File: src/rtl/dac_seg_pkg.sv
package dac_seg_pkg;
  localparam int unsigned FULL_W = 14;

  // number of set bits in a vector of up to 32 lines
  function automatic int unsigned line_count(input logic [31:0] v);
    int unsigned n;
    n = 0;
    for (int i = 0; i < 32; i++) n += int'(v[i]);
    return n;
  endfunction

  // current contributed by the three tiers, in LSB units
  function automatic int unsigned tier_sum(input int unsigned top_n,
                                           input int unsigned mid_n,
                                           input int unsigned low_v,
                                           input int unsigned low_w,
                                           input int unsigned mid_w);
    return (top_n << (mid_w + low_w)) + (mid_n << low_w) + low_v;
  endfunction
endpackage

File: src/rtl/dac_therm_dec.sv
module dac_therm_dec #(
  parameter int unsigned IN_W  = 5,
  parameter int unsigned OUT_W = (1 << IN_W) - 1
) (
  input  logic [IN_W-1:0]  field,
  output logic [OUT_W-1:0] lines
);
  for (genvar g = 0; g < OUT_W; g++) begin : g_line
    assign lines[g] = (field > IN_W'(g));
  end
endmodule

File: src/rtl/dac_switch_reg.sv
module dac_switch_reg #(
  parameter int unsigned W = 31
) (
  input  logic         clk,
  input  logic         rst_n,
  input  logic [W-1:0] d_a,
  output logic [W-1:0] q_a,
  output logic [W-1:0] q_b
);
  always_ff @(posedge clk or negedge rst_n) begin
    if (!rst_n) begin
      q_a <= '0;
      q_b <= '1;
    end else begin
      q_a <= d_a;
      q_b <= ~d_a;
    end
  end

  // each source lands on exactly one output
  assert_pair_exclusive_R5: assert property (@(posedge clk) disable iff (!rst_n)
    (q_a ^ q_b) == {W{1'b1}});
endmodule

File: src/rtl/dac_current_model.sv
module dac_current_model
  import dac_seg_pkg::*;
#(
  parameter int unsigned MSB_W = 5,
  parameter int unsigned MID_W = 4,
  parameter int unsigned LSB_W = 5,
  localparam int unsigned TOP_N = (1 << MSB_W) - 1,
  localparam int unsigned MID_N = (1 << MID_W) - 1,
  localparam int unsigned OUT_W = MSB_W + MID_W + LSB_W
) (
  input  logic [TOP_N-1:0] top_lines,
  input  logic [MID_N-1:0] mid_lines,
  input  logic [LSB_W-1:0] low_lines,
  output logic [OUT_W-1:0] current
);
  int unsigned total;

  always_comb begin
    total = tier_sum(line_count(32'(top_lines)), line_count(32'(mid_lines)),
                     int'(low_lines), LSB_W, MID_W);
    current = total[OUT_W-1:0];
  end
endmodule

File: src/rtl/dac_seg_decoder.sv
module dac_seg_decoder
  import dac_seg_pkg::*;
#(
  parameter int unsigned DATA_W = FULL_W,
  parameter int unsigned MSB_W  = 5,
  parameter int unsigned MID_W  = 4,
  localparam int unsigned LSB_W = DATA_W - MSB_W - MID_W,
  localparam int unsigned TOP_N = (1 << MSB_W) - 1,
  localparam int unsigned MID_N = (1 << MID_W) - 1
) (
  input  logic              clk,
  input  logic              rst_n,
  input  logic [DATA_W-1:0] din,
  output logic [TOP_N-1:0]  msb_a,
  output logic [TOP_N-1:0]  msb_b,
  output logic [MID_N-1:0]  mid_a,
  output logic [MID_N-1:0]  mid_b,
  output logic [LSB_W-1:0]  lsb_a,
  output logic [LSB_W-1:0]  lsb_b,
  output logic [DATA_W-1:0] cur_a,
  output logic [DATA_W-1:0] cur_b
);
  localparam logic [DATA_W-1:0] FS = '1;

  // input data register
  logic [DATA_W-1:0] code_q;
  always_ff @(posedge clk or negedge rst_n) begin
    if (!rst_n) code_q <= '0;
    else        code_q <= din;
  end

  wire [MSB_W-1:0] top_field = code_q[DATA_W-1 -: MSB_W];
  wire [MID_W-1:0] mid_field = code_q[LSB_W +: MID_W];
  wire [LSB_W-1:0] low_field = code_q[LSB_W-1:0];

  logic [TOP_N-1:0] top_therm;
  logic [MID_N-1:0] mid_therm;

  dac_therm_dec #(.IN_W(MSB_W)) u_top_dec (.field(top_field), .lines(top_therm));
  dac_therm_dec #(.IN_W(MID_W)) u_mid_dec (.field(mid_field), .lines(mid_therm));

  // common switch register stage
  dac_switch_reg #(.W(TOP_N)) u_top_sw (.clk(clk), .rst_n(rst_n), .d_a(top_therm),
                                        .q_a(msb_a), .q_b(msb_b));
  dac_switch_reg #(.W(MID_N)) u_mid_sw (.clk(clk), .rst_n(rst_n), .d_a(mid_therm),
                                        .q_a(mid_a), .q_b(mid_b));
  dac_switch_reg #(.W(LSB_W)) u_low_sw (.clk(clk), .rst_n(rst_n), .d_a(low_field),
                                        .q_a(lsb_a), .q_b(lsb_b));

  // digital current models rebuilt from driven lines
  dac_current_model #(.MSB_W(MSB_W), .MID_W(MID_W), .LSB_W(LSB_W)) u_model_a (
    .top_lines(msb_a), .mid_lines(mid_a), .low_lines(lsb_a), .current(cur_a));
  dac_current_model #(.MSB_W(MSB_W), .MID_W(MID_W), .LSB_W(LSB_W)) u_model_b (
    .top_lines(msb_b), .mid_lines(mid_b), .low_lines(lsb_b), .current(cur_b));

  // cycles since reset, saturating at the pipeline depth
  logic [1:0] settle;
  always_ff @(posedge clk or negedge rst_n) begin
    if (!rst_n)           settle <= '0;
    else if (settle != 2) settle <= settle + 2'd1;
  end
  wire pipe_full = (settle == 2'd2);

  assert_two_edge_latency_R1: assert property (@(posedge clk) disable iff (!rst_n)
    pipe_full |-> cur_a == $past(din, 2));
  assert_top_contiguous_R2: assert property (@(posedge clk) disable iff (!rst_n)
    (msb_a & (msb_a + 1'b1)) == '0);
  assert_mid_contiguous_R3: assert property (@(posedge clk) disable iff (!rst_n)
    (mid_a & (mid_a + 1'b1)) == '0);
  assert_sum_fullscale_R8: assert property (@(posedge clk) disable iff (!rst_n)
    cur_a + cur_b == FS);
endmodule

File: config.mk
export PLATFORM = sky130hd
export DESIGN_NAME = dac_seg_decoder
export DESIGN_NICKNAME = d
export VERILOG_FILES = /design/src/rtl/dac_seg_pkg.sv /design/src/rtl/dac_therm_dec.sv /design/src/rtl/dac_switch_reg.sv /design/src/rtl/dac_current_model.sv /design/src/rtl/dac_seg_decoder.sv
export SDC_FILE = /design/constraint.sdc
export NUM_CORES = 1
export LEC_CHECK = 0
export CAP_MARGIN = 15
export CORE_UTILIZATION = 50
export DETAILED_ROUTE_END_ITERATION = 10
export PLACE_DENSITY = 0.81
export SKIP_CTS_REPAIR_TIMING = 1
export SLEW_MARGIN = 5
export SYNTH_ARGS = -nofsm -noshare
export SYNTH_HDL_FRONTEND = slang
export SYNTH_SLANG_ARGS = --single-unit
File: constraint.sdc
create_clock -name clk -period 9.28 [get_ports clk]
set_input_delay 1.856 -clock clk [delete_from_list [all_inputs] [get_ports clk]]
set_output_delay 1.856 -clock clk [all_outputs]
set_load 0.1 [all_outputs]
==> implementation parameters <==
Parameter                              Value

Timing
  Setup clock skew after layout ... 0.0162 ns
  Minimum clock period ... 8.14 ns
  Post-route fraction of the period consumed by the critical path ... 0.877
  Worst slew pin tran ... about 1.0 ns
  FMAX ... 0.123 GHz
  Slew HR ... 0.304
  Final Setup Violations ... 0
  Final slew viol count ... 0
  Setup_tns ... 0 ns
  RSZ-0062 raised after global routing ... no
  Hold Vio Cnt, Final ... 0

Critical path
  Cells traversed along the worst timing path ... fa_1 > inv_1 > fa_1 > inv_1 > fa_1 > fa_1 > fa_1 > inv_1 > fa_1 > fa_1 > fa_1 > inv_1 > ha_1 > clkdlybuf4s50_1
  Origin of the critical flop-to-flop path ... code_q[13]
  Worst R2R Path Depth ... 5
  Element type at the critical path start ... flip-flop
  Crit path top cell by count ... sky130_fd_sc_hd__fa_1
  Kind of critical path ... flip-flop to output pin
  Endpoint of the worst register-to-register path ... u_top_sw.q_b[30]
  Worst stage delay on the critical path ... 1.12 ns
  Register-to-Register Setup Slack ... 7.74 ns
  Crit path required time ... 7.42 ns
  Arrival time reported for the critical path endpoint ... 6.28 ns
  CP Capture Type ... output pin
  Max Fanout on Critical Path ... 2
  Crit path max-delay cell type ... sky130_fd_sc_hd__clkdlybuf4s50_1

Global routing
  Tot GR Track Use ... 0.223
  First-pass GRT wire length ... 20700 µm
  Via count of the first global-routing pass ... around 4300
  Number of antenna violations at the first check in global routing ... 0
  Maximum number of pins on one net before global-route repair ... 74
  Global route overflow ... 0

Synthesis
  Mean Syn Cell Area ... about 12 µm²
  Synth top area share ... 0.275
  Number of synthesized register bits ... 116
  Count of flip-flops with a built-in enable after synthesis ... 0
  Most common library cells after synthesis ... sky130_fd_sc_hd__inv_1 (156), sky130_fd_sc_hd__dfrtp_1 (65), sky130_fd_sc_hd__fa_1 (64)
  Number of distinct standard cells referenced by the synthesized netlist ... 37
  Net count after synthesis ... 591
  Seq/Total Area, Yosys ... 0.502
  Count of mapped cells out of synthesis ... 483
  Top area cells in the synthesized netlist ... sky130_fd_sc_hd__dfrtp_1 (28%), sky130_fd_sc_hd__dfstp_2 (23%), sky130_fd_sc_hd__fa_1 (22%)
  Post-synthesis async set-or-reset flop share ... 1.00
  Leading cell type by number of instances after synthesis ... sky130_fd_sc_hd__inv_1
  Top FF cell, synth ... sky130_fd_sc_hd__dfrtp_1
  Synth warn ... 0
  Cell area after synthesis ... 0.00591 mm²
  Largest area contributor in the synthesized netlist ... sky130_fd_sc_hd__dfrtp_1

Routing
  DRC ... 0
  DR pass1 iterations ... 4
  Vias per cell ... 4.83
  Per-cell routed wire length ... 16.0 µm
  Detailed Route Iter0 Violations ... 158
  Overall routed net length ... 12600 µm
  Vias after detailed routing ... 3804
  Count of nets left with antenna violations after detail routing ... 0

Layout
  Design area ... 0.00799 mm²
  Nets ... 739
  Final antenna diode count ... 0
  Finished Layout Cells ... a little under 800
  FILL cells ... 811
  Synth-to-Final Area Change ... 35.3%
  Fraction of final layout cells with drive strength greater than 1 ... 0.160

Place
  Number of buffers added on ports ... 145
  Final GP Congestion ... 0.895
  Placed insts ... 755
  HPWL after detailed placement ... 9790 µm
  Area after DPL ... 0.00741 mm²

Run
  Max cap viols ... 0

Floorplanning
  I/O pin total ... 146
  Area of the die ... roughly 0.012 mm²
  Effective utilization at floorplan ... 0.515
  Die extent in y ... 111 µm
  Chip width ... roughly 110 µm
  Core Footprint ... approximately 0.011 mm²
  Number of rows created at floorplan ... 39

Clock network
  Clock slew at reported path FFs ... 0.06 ns
  Insertion delay of the later-clocked pin in the worst-skew pair ... 0.41 ns
  Cell at the root of the clock tree ... sky130_fd_sc_hd__clkbuf_16
  Buffer depth of the longest clock path ... 2
  TritonCTS clock tree ... yes
  Clock buffer count from CTS ... 17
  Number of H-tree levels ... 4
  Number of sinks driven by the clock tree ... between 100 and 150

Min path
  Path category of the worst min-delay check ... flip-flop to flip-flop
  Hold_sp ... code_q[1]
  Worst min-delay path endpoint ... u_low_sw.q_b[1]
  Min-Delay Path Depth ... 1

Run status
  Outcome ... finished clean
==> cell type report <==
| class | instances | area (µm²) | share of cell area |
|---|---|---|---|
| Timing Repair Buffer | 146 | 1440 | 0.180 |
| Clock buffer | 17 | 425 | 0.0532 |
| Sequential cell | 116 | 2970 | 0.371 |
| Clock inverter | 15 | 158 | 0.0197 |
| Tap cell | 143 | 179 | 0.0224 |
| Inverter | 158 | 593 | 0.0742 |
| Multi-Input combinational cell | 192 | 2230 | 0.279 |
==> routing by layer <==
metal / routed length (µm) / part of all wire / up-vias / global-route usage
met4: 142 / 0.011 / 0 / 0.0613
met2: 6930 / 0.55 / 164 / 0.410
met1: 4470 / 0.36 / 1946 / 0.242
li1: - / - / 1680 / -
met3: 1030 / 0.082 / 14 / 0.0776
met5: 0 / 0 / - / 0
==> per-stage QoR <==
| stage | setup WS, ns | utilization | hold WS, ns |
|---|---|---|---|
| detailed placement | 1.54 | 0.646 | 0.364 |
| global placement | 1.63 | 0.646 | 0.357 |
| floorplan | 0.263 | - | 0.354 |
| finish | 1.14 | 0.697 | 0.374 |
| CTS | 1.10 | 0.697 | 0.377 |
| global route | 0.946 | 0.697 | 0.386 |
==> placed cells by master (no fill, tap or decap), drive strengths merged, types with 2 or more instances in the layout <==
master and instances:
or2 2, dfstp 51, xnor2 8, clkdlybuf4s50 136, buf 10, nand2b 4
nor2b 4, xor2 6, fa 64, a21o 3, nand2 16, clkinvlp 2
nor2 16, a21oi 16, and2 2, ha 28, inv 168, o21ai 8
nand3b 4, clkbuf 17, a31oi 2, clkinv 2, dfrtp 65, a21boi 2
==> cell families after synthesis <==
logic type,Yosys count,share of synthesized area
compound gates,31,0.0314
xor+xnor,14,0.0208
fa+ha+maj,92,0.276
buf+inv,175,0.120
flops,116,0.502
simple gates,55,0.0496
==> how the worst max path moves through the flow <==
stage,start,to,slack [ns],cells past startpoint
floorplan,u_top_sw.q_a[1],cur_a[13],0.26,15
global placement,u_top_sw.q_b[0],cur_b[9],1.63,14
global route,u_top_sw.q_a[0],cur_a[13],0.95,16
finish,u_top_sw.q_b[1],cur_b[9],1.14,14
detailed placement,u_top_sw.q_b[1],cur_b[9],1.54,14
CTS,u_top_sw.q_b[1],cur_b[9],1.10,14
==> state kept, by name, summed over array words and instances (netlist names) <==
register and count:
code_q 14, u_low_sw.q_a 5, u_low_sw.q_b 5, u_mid_sw.q_a 15, u_mid_sw.q_b 15, u_top_sw.q_a 31
u_top_sw.q_b 31
==> critical path, delay by kind of cell, from the launching register on <==
family | cells | cell delay [ns]
adder cells (fa/ha/maj) | 9 | 3.95
flip-flops | 1 | 0.56
buffers and inverters | 5 | 1.37
Power is left out: the tool's default activity adds up to more than one toggle a clock period on the data nets, which glitch-free logic cannot reach.
